`config.mk`:
```
export PLATFORM = sky130hd
export DESIGN_NAME = pfq_fault_tag
export DESIGN_NICKNAME = d
export VERILOG_FILES = /design/src/rtl/pfq_fault_tag.sv
export SDC_FILE = /design/constraint.sdc
export NUM_CORES = 1
export LEC_CHECK = 0
export ABC_AREA = 1
export ABC_CLOCK_PERIOD_IN_PS = 2550
export BUFFER_PORTS_ARGS = -buffer_cell sky130_fd_sc_hd__buf_2
export CAP_MARGIN = 25
export CORE_ASPECT_RATIO = 1.75
export CORE_MARGIN = 5
export CORE_UTILIZATION = 51
export DETAILED_ROUTE_END_ITERATION = 10
export PLACE_DENSITY = 0.77
export SLEW_MARGIN = 15
export SYNTH_ARGS = -nofsm -noshare
export SYNTH_HDL_FRONTEND = slang
export SYNTH_SLANG_ARGS = --single-unit
```
`constraint.sdc`:
```
create_clock -name clk -period 2.55 [get_ports clk]
set_input_delay 0 -clock clk [delete_from_list [all_inputs] [get_ports clk]]
set_output_delay 0 -clock clk [all_outputs]
set_load 0.02 [all_outputs]
```
`src/rtl/pfq_fault_tag.sv`:
```
module pfq_fault_tag #(
  parameter int DEPTH    = 4,
  parameter int WORD_W   = 16,
  parameter int ADDR_W   = 32,
  parameter int WIN      = 3,
  parameter logic [ADDR_W-1:0] RESET_PC = '0,
  localparam int PW      = $clog2(DEPTH),
  localparam int CW      = $clog2(DEPTH + 1),
  localparam int LW      = $clog2(WIN + 1)
) (
  input  logic                  clk,
  input  logic                  rst_n,
  input  logic                  flush_i,
  input  logic [ADDR_W-1:0]     flush_pc_i,
  output logic                  fetch_req_o,
  output logic [ADDR_W-1:0]     fetch_addr_o,
  input  logic                  fetch_gnt_i,
  input  logic                  rsp_valid_i,
  input  logic [WORD_W-1:0]     rsp_data_i,
  input  logic                  rsp_err_i,
  output logic [WIN*WORD_W-1:0] dec_word_o,
  output logic [WIN-1:0]        dec_vld_o,
  output logic [WIN-1:0]        dec_flt_o,
  input  logic                  dec_take_i,
  input  logic [LW-1:0]         dec_len_i,
  output logic                  dec_fire_o,
  output logic                  acc_err_o,
  output logic [ADDR_W-1:0]     acc_err_addr_o
);

  logic [WORD_W-1:0] mem_d [DEPTH];
  logic [DEPTH-1:0]  mem_f;
  logic [PW-1:0]     rd_q;
  logic [CW-1:0]     cnt_q;
  logic              busy_q, stale_q, hold_q, err_q;
  logic [ADDR_W-1:0] fpc_q, hpc_q, err_addr_q;

  logic [WIN-1:0] need, bad;
  logic [LW-1:0]  fidx, pop_n;
  logic           use_w, raise, push, gnt_ok;
  logic [PW-1:0]  wr_idx;

  for (genvar g = 0; g < WIN; g++) begin : g_win
    logic [PW-1:0] idx;
    assign idx = rd_q + PW'(g);
    assign dec_word_o[g*WORD_W +: WORD_W] = mem_d[idx];
    assign dec_vld_o[g] = cnt_q > CW'(g);
    assign dec_flt_o[g] = dec_vld_o[g] & mem_f[idx];
    assign need[g]      = dec_len_i > LW'(g);
  end

  assign bad    = need & dec_flt_o;
  assign use_w  = dec_take_i & ~flush_i & ~hold_q & (dec_len_i != '0)
                & (&(~need | dec_vld_o));
  assign raise  = use_w & (|bad);
  assign dec_fire_o = use_w & ~(|bad);
  assign pop_n  = dec_fire_o ? dec_len_i : '0;

  always_comb begin
    fidx = '0;
    for (int i = WIN - 1; i >= 0; i--)
      if (bad[i]) fidx = LW'(i);
  end

  assign fetch_req_o  = ~busy_q & ~flush_i & (cnt_q < CW'(DEPTH));
  assign fetch_addr_o = fpc_q;
  assign gnt_ok       = fetch_req_o & fetch_gnt_i;
  assign push         = rsp_valid_i & busy_q & ~stale_q & ~flush_i;
  assign wr_idx       = rd_q + PW'(cnt_q);

  assign acc_err_o      = err_q;
  assign acc_err_addr_o = err_addr_q;

  always_ff @(posedge clk) begin
    if (push) mem_d[wr_idx] <= rsp_data_i;
  end

  always_ff @(posedge clk) begin
    if (!rst_n) begin
      mem_f      <= '0;
      rd_q       <= '0;
      cnt_q      <= '0;
      busy_q     <= 1'b0;
      stale_q    <= 1'b0;
      hold_q     <= 1'b0;
      err_q      <= 1'b0;
      fpc_q      <= RESET_PC;
      hpc_q      <= RESET_PC;
      err_addr_q <= '0;
    end else begin
      err_q <= raise;
      if (raise) err_addr_q <= hpc_q + (ADDR_W'(fidx) << 1);
      if (flush_i) begin
        cnt_q   <= '0;
        fpc_q   <= flush_pc_i;
        hpc_q   <= flush_pc_i;
        hold_q  <= 1'b0;
        busy_q  <= busy_q & ~rsp_valid_i;
        stale_q <= busy_q & ~rsp_valid_i;
      end else begin
        if (gnt_ok) begin
          busy_q <= 1'b1;
          fpc_q  <= fpc_q + ADDR_W'(2);
        end
        if (rsp_valid_i && busy_q) begin
          busy_q  <= 1'b0;
          stale_q <= 1'b0;
        end
        if (push) mem_f[wr_idx] <= rsp_err_i;
        if (raise) hold_q <= 1'b1;
        rd_q  <= rd_q + PW'(pop_n);
        hpc_q <= hpc_q + (ADDR_W'(pop_n) << 1);
        cnt_q <= cnt_q + CW'(push) - CW'(pop_n);
      end
    end
  end

endmodule

```
### Yosys cells after proc, flatten, opt, wreduce, memory -nomap -nowiden

Memory sizes are Yosys's and may differ from the RTL's. A register that Yosys moved wholly into a read port is not among the register bits.
Cells that the tools add are included.

| word-level totals | value |
|---|---|
| bits in registers | 109 |
| memory bits (writable) | 64 |
| output and inout bits | 121 |
| logic and storage cells | 93 |
| memories kept | 1 |

| cells by class | value |
|---|---|
| add/subtract/negate cells | 9 |
| magnitude comparators | 12 |
| mux-type cells | 25 |
| bitwise gates (word level) | 26 |
| reductions and logical operators | 10 |

Memories:

| name | words | width | rd ports | clocked after Yosys merged registers in | wr ports | line | RTL |
|---|---|---|---|---|---|---|---|
| mem_d | 4 | 16 | 3 | 1 | 1 | 31 | `logic [WORD_W-1:0] mem_d [DEPTH];` |

Operators by type and width:

| operator | count |
|---|---|
| $mux 32 | 3 |
| $add 32x3->32 | 2 |
| $add 32x2->32 const B | 1 |
| $and 1x1->1 | 16 |
| $lt 2x3->1 const B | 4 |
| $mux 2 | 6 |
| $mux 1 | 11 |
| $not 1->1 | 7 |
| $bmux 1 s2 | 3 |
| $gt 3x1->1 const B | 2 |
| $reduce_bool 2->1 | 3 |
| $add 2x2->2 | 2 |
| $bwmux 4 | 1 |
| $gt 2x1->1 const B | 2 |
| $add 3x1->3 | 1 |
| $and 3x3->3 | 1 |
| $gt 3x2->1 const B | 1 |
| $lt 3x3->1 const B | 1 |
| $not 3->3 | 1 |
| $or 3x3->3 | 1 |
| $reduce_and 3->1 | 1 |
| $reduce_bool 3->1 | 1 |
| $reduce_or 3->1 | 1 |
| $sub 3x2->3 | 1 |
| 8 further kinds | 9 |

### Depth between registers and ports, before layout

Gate-level depths: netlist (run 1).

| depth | value |
|---|---|
| depth after elaboration | 12 |
| gate-level depth with buffers | 20 |
| mapped depth without buffers | 19 |

### Worst setup path before layout (run 1)

No wires, ideal clock.

| timing | value |
|---|---|
| kind | flip-flop to flip-flop |
| start | register cnt_q[0] |
| end | register hpc_q[23] |
| library setup time | 0.137 ns |
| data arrival time | 2.711 ns |
| data required time | 2.413 ns |
| slack | -0.297 ns |
| cell stages (with the launch flop) | 17 |
| cell sequence | dfxtp_1 -> inv_1 -> a21oi_2 -> nor2_1 -> nor3_2 -> nand2_1 -> nor2_1 -> ha_1 -> fa_1 -> inv_1 -> nor2_1 -> nand2_1 -> nor2_1 -> nand2_1 -> nor2_1 -> xnor2_1 -> o22ai_1 |

| on the way | value |
|---|---|
| longest elaborated chain between the ends | 9 |
| elaborated cells on any way between the ends | 16 |
| those cells by class | add/sub (1); order compare (3); mux (2); bitwise (8); reduce/logical (2) |

Ends and longest elaborated chain:

| what | line | RTL |
|---|---|---|
| start: declaration | 34 | `logic [CW-1:0] cnt_q;` |
| start signal: assignment | 113 | `cnt_q <= cnt_q + CW'(push) - CW'(pop_n);` |
| $gt 3x2->1 * | 47 | `assign dec_vld_o[g] = cnt_q > CW'(g);` |
| via dec_vld_o[2] | 22 | `output logic [WIN-1:0] dec_vld_o,` |
| $and 1x1->1 | 48 | `assign dec_flt_o[g] = dec_vld_o[g] & mem_f[idx];` |
| $and 3x3->3 | 52 | `assign bad = need & dec_flt_o;` |
| $reduce_or 3->1 | 56 | `assign dec_fire_o = use_w & ~(\|bad);` |
| $not 1->1 | 56 |  |
| $and 1x1->1 * | 56 |  |
| $mux 2 * | 57 | `assign pop_n = dec_fire_o ? dec_len_i : '0;` |
| $add 32x3->32 * | 112 | `hpc_q <= hpc_q + (ADDR_W'(pop_n) << 1);` |
| $mux 32 * | 93 | `if (flush_i) begin` |
| end signal: assignment | 96 | `hpc_q <= flush_pc_i;` |
| end signal: assignment | 112 |  |
| end: declaration | 36 | `logic [ADDR_W-1:0] fpc_q, hpc_q, err_addr_q;` |

The timed path passes the listed nets; every way through them passes the cells marked *.
A chain may end at the register's enable or synchronous reset.

### Final worst setup path (run 1)

| timing | value |
|---|---|
| start | register cnt_q[1] |
| end | register hpc_q[29] |

| on the way | value |
|---|---|
| longest elaborated chain between the ends | 9 |
| elaborated cells on any way between the ends | 16 |
| those cells by class | add/sub (1); order compare (3); mux (2); bitwise (8); reduce/logical (2) |

Ends and longest elaborated chain:

| what | line |
|---|---|
| $gt 3x1->1 / $gt 3x2->1 (equally long branches) | 47 |
| $and 1x1->1 | 48 |
| $and 3x3->3 | 52 |
| $reduce_or 3->1 | 56 |
| $not 1->1 | 56 |
| $and 1x1->1 * | 56 |
| $mux 2 * | 57 |
| $add 32x3->32 * | 112 |
| $mux 32 * | 93 |

Mark *: on every way between the ends. The rest lies on a longest branch, timed or not.

==> results of run 1 <==
==> final timing paths <==
check / start / to
max: cnt_q[1]$_SDFF_PP0_ / hpc_q[29]$_SDFF_PN0_
min: flush_i / hpc_q[1]$_SDFF_PN0_
max reg2reg: cnt_q[1]$_SDFF_PP0_ / hpc_q[29]$_SDFF_PN0_
min reg2reg: acc_err_addr_o[28]$_SDFFE_PN0P_ / acc_err_addr_o[28]$_SDFFE_PN0P_
==> state kept, by name, indices dropped and copies added (netlist names), named ones only <==
register and flops:
mem_d 64, acc_err_addr_o 32, fetch_addr_o 32, hpc_q 32, mem_f 4, cnt_q 3
rd_q 2, acc_err_o 1, busy_q 1, hold_q 1, stale_q 1
==> stage by stage <==
step	instances	setup slack, ps
detailed placement	1676	-82.82
floorplan	1244	-52.05
global placement	1676	-7.723
global route	1761	-157.5
finish	1761	-27.31
CTS	1760	14.71
==> area by class of cell <==
cell class | count | area, um2 | area share [%]
timing repair buffer | 306 | 1999 | 16.22
sequential | 175 | 4155 | 33.72
clock inverter | 12 | 112.6 | 0.9137
tap | 238 | 297.8 | 2.416
clock buffer | 20 | 436.7 | 3.543
multi-input combinational | 886 | 4850 | 39.35
inverter | 124 | 473.0 | 3.838
==> power breakdown <==
group	internal (mW)	switching [mW]	total [mW]	leakage, nW
clock	1.35	1.13	2.48	0.253
combinational	0.214	0.313	0.527	3.36
sequential	2.96	0.0913	3.05	1.49
==> metal layers <==
metal	up-vias	GRT usage, %	share of wire [%]
li1	4696	-	-
met1	4516	29.60	36
met2	507	51.83	52
met3	146	4.192	6.0
met4	0	19.53	6.8
met5	-	0	0
==> Yosys cell counts (all sizes together), types with 2 or more instances <==
master,count,share of area (%)
a211oi,12,1.5
a21oi,91,4.9
a31oi,18,1.2
buf,13,1.1
clkbuf,46,1.8
dfxtp,111,23
edfxtp,64,20
fa,3,0.63
ha,10,1.3
inv,124,5.0
nand2,214,8.7
nand3,53,2.8
nand3b,2,0.16
nand4,16,1.1
nor2,167,6.9
nor3,29,1.6
nor3b,4,0.32
nor4,2,0.13
o21ai,156,8.2
o22ai,32,2.1
or2,3,0.20
xnor2,14,1.3
xor2,53,4.9
==> cell families (layout without fill, tap and decap cells) <==
logic type      Yosys count  count (layout)  synth area share, %
simple gates            492             492                22.00
flops                   175             175                43.63
fa+ha+maj                13              13                1.950
compound gates          314             314                18.35
xor+xnor                 67              67                6.178
buf+inv                 183             462                7.891
==> what timing repair did <==
| item | CTS | global route |
|---|---|---|
| gates resized for setup | 13 | 39 |
| pin swaps | 9 | 23 |
| setup endpoints to repair | 13 | 39 |
| hold endpoints to repair | 136 | 0 |
| hold buffers | 52 | 0 |
| buffers inserted | 0 | 2 |
==> critical path, cell delays in order (launching register included) <==
cell and delay, ps:
dfxtp_2 340, nor2_4 170, inv_2 50, nand2_1 60
nor2_1 40, nand3_1 90, nand2_2 90, nor2_4 120
nand2_2 90, nor2_4 150, ha_4 150, fa_2 220
inv_2 50, nor2_4 150, nand3_2 140, inv_1 110
nand4_1 130, xor2_1 190, o22ai_1 80
==> results_dict.tcl, run 1 <==
set metrics [dict create \
    grt_remaining_overflow 0 \
    design_area_um2 12320 \
    cts_num_sinks 175 \
    hp-class "input pin to register" \
    syn_area_per_cell_um2 7.635 \
    gp_congestion 1.020 \
    path_class "register to register" \
    final_util_pct 66.63 \
    p_leak_nw 5.101 \
    core_region_area_um2 18500 \
    die-width_um 113.2 \
    grt_first_pass_wirelength_um 48350 \
    mostFrequentLayoutCells "197 x nand2_1, 177 x buf_2, 152 x o21ai_0, 147 x nor2_1, 113 x inv_1" \
    synth_area_um2 9498 \
    numCtsBuffers 17 \
    period_share_pct 101.1 \
    cts.clk_slew.worst_paths_ps 70 \
    status "finished, violations left" \
    dieArea_um2 21560 \
    dpl_cell_area_um2 11040 \
    routed_via_density 5.602 \
    final_nets 1580 \
    synth_edf_count 64 \
    rows 66 \
    layout-drive-gt1-share_pct 24.16 \
    ys_ff_latch 175 \
    drt.antenna.violating_nets 0 \
    grt.total_usage_pct 28.48 \
    antenna_found_initial 0 \
    grt_pass1_vias 9659 \
    fin_crit_ps 2577 \
    firstDrtPassIters 6 \
    port_buffers 177 \
    power.density_nw_per_um2 491.1 \
    rrSetupSlack_ps -30 \
    total_power_mw 6.053 \
    hpwl_um 23140 \
    routed_wl_um 31650 \
    arrival_ps 2860 \
    slew_viol_final 0 \
    netlist_instances 1244 \
    fin_setup_tns_ps -27.31 \
    finalClockSkew_ps 8.398 \
    final-hold-violation-count 0 \
    htreeDepth 4 \
    fin_hold_ws_ps 70.24 \
    vdd_drop_max_v 0.0004585 \
    vias 9865 \
    antennaDiodeCount 0 \
    drc_errors 0 \
    worstMarginPinSlew_ps 767.3 \
    clk_latency_ps 430 \
    max_slew_margin_pct 48.85 \
    syn2layout_area_growth_pct 29.76 \
    required_ps 2830 \
    violations "negative setup slack" \
    ios 178 \
    r2r_cells 18 \
    initial_core_util_pct 51.35 \
    finalSetupViolCount 1 \
    fp.dieH_um 190.5 \
    nFillCells 1590 \
    drt_iter0_drc 906 \
    start_kind "register" \
    whs_path_depth 5 \
    endpoint_kind "register" \
    grt_max_degree 80 \
    final_common_cell "nand2_1" \
    max_cap_violations 0 \
    cts_root_buf "clkbuf_16" \
    syn-num-nets 1314 \
    crit_fanout 3 \
    cts_tree "yes" \
    rsz0062_at_grt "yes" \
    max_freq_mhz 388.0 \
    yosysUniqueCellTypes 44 \
    ys.warnings.count 0 \
    synth_ff_type "dfxtp_1" \
    yosysSeqAreaShare_pct 43.63 \
    synthArstFlopShare_pct 0 \
    clockBufferDepth 2 \
    setup_ws_ps -27.31 \
    post_drt_wl_per_cell_um 17.97 \
]
(Power assumes the default switching activity.)
==> inputs of run 2 (changes only) <==
--- a/config.mk
+++ b/config.mk
@@ -10,10 +10,9 @@
 export BUFFER_PORTS_ARGS = -buffer_cell sky130_fd_sc_hd__buf_2
 export CAP_MARGIN = 25
 export CORE_ASPECT_RATIO = 1.75
-export CORE_MARGIN = 5
 export CORE_UTILIZATION = 51
 export DETAILED_ROUTE_END_ITERATION = 10
-export PLACE_DENSITY = 0.77
+export PLACE_DENSITY = 0.81
 export SLEW_MARGIN = 15
 export SYNTH_ARGS = -nofsm -noshare
 export SYNTH_HDL_FRONTEND = slang
==> results_dict.tcl, run 2 (synthesis results as in run 1) <==
set metrics [dict create \
    clk_latency_ps 440 \
    numCtsBuffers 17 \
    cts_tree "yes" \
    violations "negative setup slack" \
    max_freq_mhz 377.4 \
    place_inst 1673 \
    r2r_cells 19 \
    instances_no_fill 1778 \
    initial_core_util_pct 52.37 \
    r2r-end "hpc_q[29]$_SDFF_PN0_" \
    antennaDiodeCount 0 \
    die-width_um 105.2 \
    cts_num_sinks 175 \
    grt_max_degree 80 \
    top_register "mem_d" \
    firstDrtPassIters 6 \
    required_ps 2830 \
    drt_iter0_drc 901 \
    port_buffers 177 \
    reg2reg_from "cnt_q[2]$_SDFF_PP0_" \
    power.density_nw_per_um2 482.1 \
    min_delay_worst_endpoint "busy_q$_SDFFE_PN0P_" \
    rrSetupSlack_ps -100 \
    nFillCells 1476 \
    post_drt_wl_per_cell_um 18.92 \
    layout-drive-gt1-share_pct 26.10 \
    ios 178 \
    antenna_found_initial 0 \
    hpwl_um 23090 \
    htreeDepth 4 \
    core_region_area_um2 18140 \
    final-hold-violation-count 0 \
    endpoint_kind "register" \
    finalSetupViolCount 9 \
    max_slew_margin_pct 46.13 \
    max_cap_violations 0 \
    hp-class "input pin to register" \
    path_cells "nor2_4, inv_2, nand2_2, nor2_4, nand3_2, nand2_2, nor2_4, nand2_2, nor2_4, ha_4, fa_2, inv_2, nor2_4, buf_6, nand3_4, inv_2, nand4_1, xor2_1, o22ai_1" \
    rows 65 \
    path_class "register to register" \
    gp_congestion 1.018 \
    fin_setup_tns_ps -563.4 \
    hold_path.startpoint "fetch_gnt_i" \
    vias 10190 \
    clockBufferDepth 2 \
    cpPeakStageDelay_ps 360 \
    cts.clk_slew.worst_paths_ps 70 \
    mostFrequentLayoutCells "197 x nand2_1, 176 x buf_2, 149 x o21ai_0, 147 x nor2_1, 111 x inv_1" \
    fin_crit_ps 2650 \
    multiInputGateArea_um2 4901 \
    period_share_pct 103.9 \
    rsz0062_at_grt "yes" \
    whs_path_depth 3 \
    largest_reg_flops 64 \
    routed_wl_um 33650 \
    syn2layout_area_growth_pct 32.18 \
    start_kind "register" \
    crit_top_cell "nor2_4" \
    dieArea_um2 19190 \
    crit_fanout 3 \
    grt_first_pass_wirelength_um 49470 \
    final_util_pct 69.22 \
    fp.dieH_um 182.5 \
    cpMaxStageDelayCell "dfxtp_4" \
    status "finished, violations left" \
    final_nets 1602 \
    arrival_ps 2930 \
    drt.antenna.violating_nets 0 \
    setup_ws_ps -100.0 \
    p_leak_nw 5.191 \
    vdd_drop_max_v 0.0004167 \
    worstMarginPinSlew_ps 808.1 \
    cts_root_buf "clkbuf_16" \
    final_common_cell "nand2_1" \
    finalClockSkew_ps 14.92 \
    grt_pass1_vias 9922 \
    drc_errors 0 \
    grt_remaining_overflow 0 \
    slew_viol_final 0 \
    routed_via_density 5.730 \
    seq_area_um2 4160 \
    grt.total_usage_pct 33.33 \
]
[run 2: worst max-delay path, delay by kind of cell (launching register included)]
| kind | cells | cell delay, ps |
|---|---|---|
| flip-flops | 1 | 360 |
| XOR/XNOR | 1 | 170 |
| AO/OA/AOI/OAI | 1 | 80 |
| AND/OR/NAND/NOR | 11 | 1180 |
| buffers and inverters | 4 | 330 |
| adder cells (fa/ha/maj) | 2 | 350 |
[run 2: final cells by class]
| type | count | area share (%) |
|---|---|---|
| Clock buffer | 18 | 3.418 |
| Clock inverter | 13 | 0.9169 |
| Inverter | 124 | 3.787 |
| Multi-Input combinational cell | 886 | 39.04 |
| Sequential cell | 175 | 33.14 |
| Tap cell | 234 | 2.332 |
| Timing Repair Buffer | 328 | 17.37 |
[run 2: power breakdown]
| part | switching [mW] | internal, mW | total (mW) |
|---|---|---|---|
| registers | 0.0966 | 2.96 | 3.05 |
| logic | 0.315 | 0.212 | 0.526 |
| clock network | 1.13 | 1.34 | 2.47 |
[run 2: routing by layer]
| metal | global-route usage (%) | share of wire, % | vias to the layer above | wire length [um] |
|---|---|---|---|---|
| li1 | - | - | 4762 | - |
| met1 | 32.34 | 34 | 4716 | 11480 |
| met2 | 63.18 | 53 | 551 | 17690 |
| met3 | 4.393 | 6.0 | 159 | 2008 |
| met4 | 25.01 | 7.3 | 0 | 2471 |
| met5 | 0 | 0 | - | 0 |
[run 2: how the worst max path moves through the flow]
stage,from,to,slack (ps),depth (start not counted)
4_1_cts,rd_q[0]$_SDFFE_PN0N_,acc_err_addr_o[21]$_SDFFE_PN0P_,-20,15
3_5_place_dp,rd_q[0]$_SDFFE_PN0N_,hpc_q[23]$_SDFF_PN0_,-60,19
6_report,cnt_q[2]$_SDFF_PP0_,hpc_q[29]$_SDFF_PN0_,-100,19
3_3_place_gp,rd_q[0]$_SDFFE_PN0N_,cnt_q[2]$_SDFF_PP0_,-5,17
5_1_grt,rd_q[0]$_SDFFE_PN0N_,cnt_q[2]$_SDFF_PP0_,-230,17
2_1_floorplan,cnt_q[2]$_SDFF_PP0_,hpc_q[23]$_SDFF_PN0_,-50,16
[run 2: repair_timing]
action                     4_1_cts  5_1_grt
setup endpoints to repair       21       48
hold endpoints to repair       130        0
pin swaps                       13       16
setup buffers                   10       14
resized for setup               18       55
hold buffers                    51        0
[run 2: stage by stage]
step	power [mW]	instance area [um2]	hold WS, ps	setup slack [ps]
floorplan	3.349	9563	96.36	-52.05
global placement	3.544	11060	211.6	-4.648
detailed placement	3.551	11060	215.3	-60.23
CTS	6.037	12240	16.55	-18.90
global route	6.215	12550	41.14	-226.9
finish	6.053	12550	13.81	-100.0
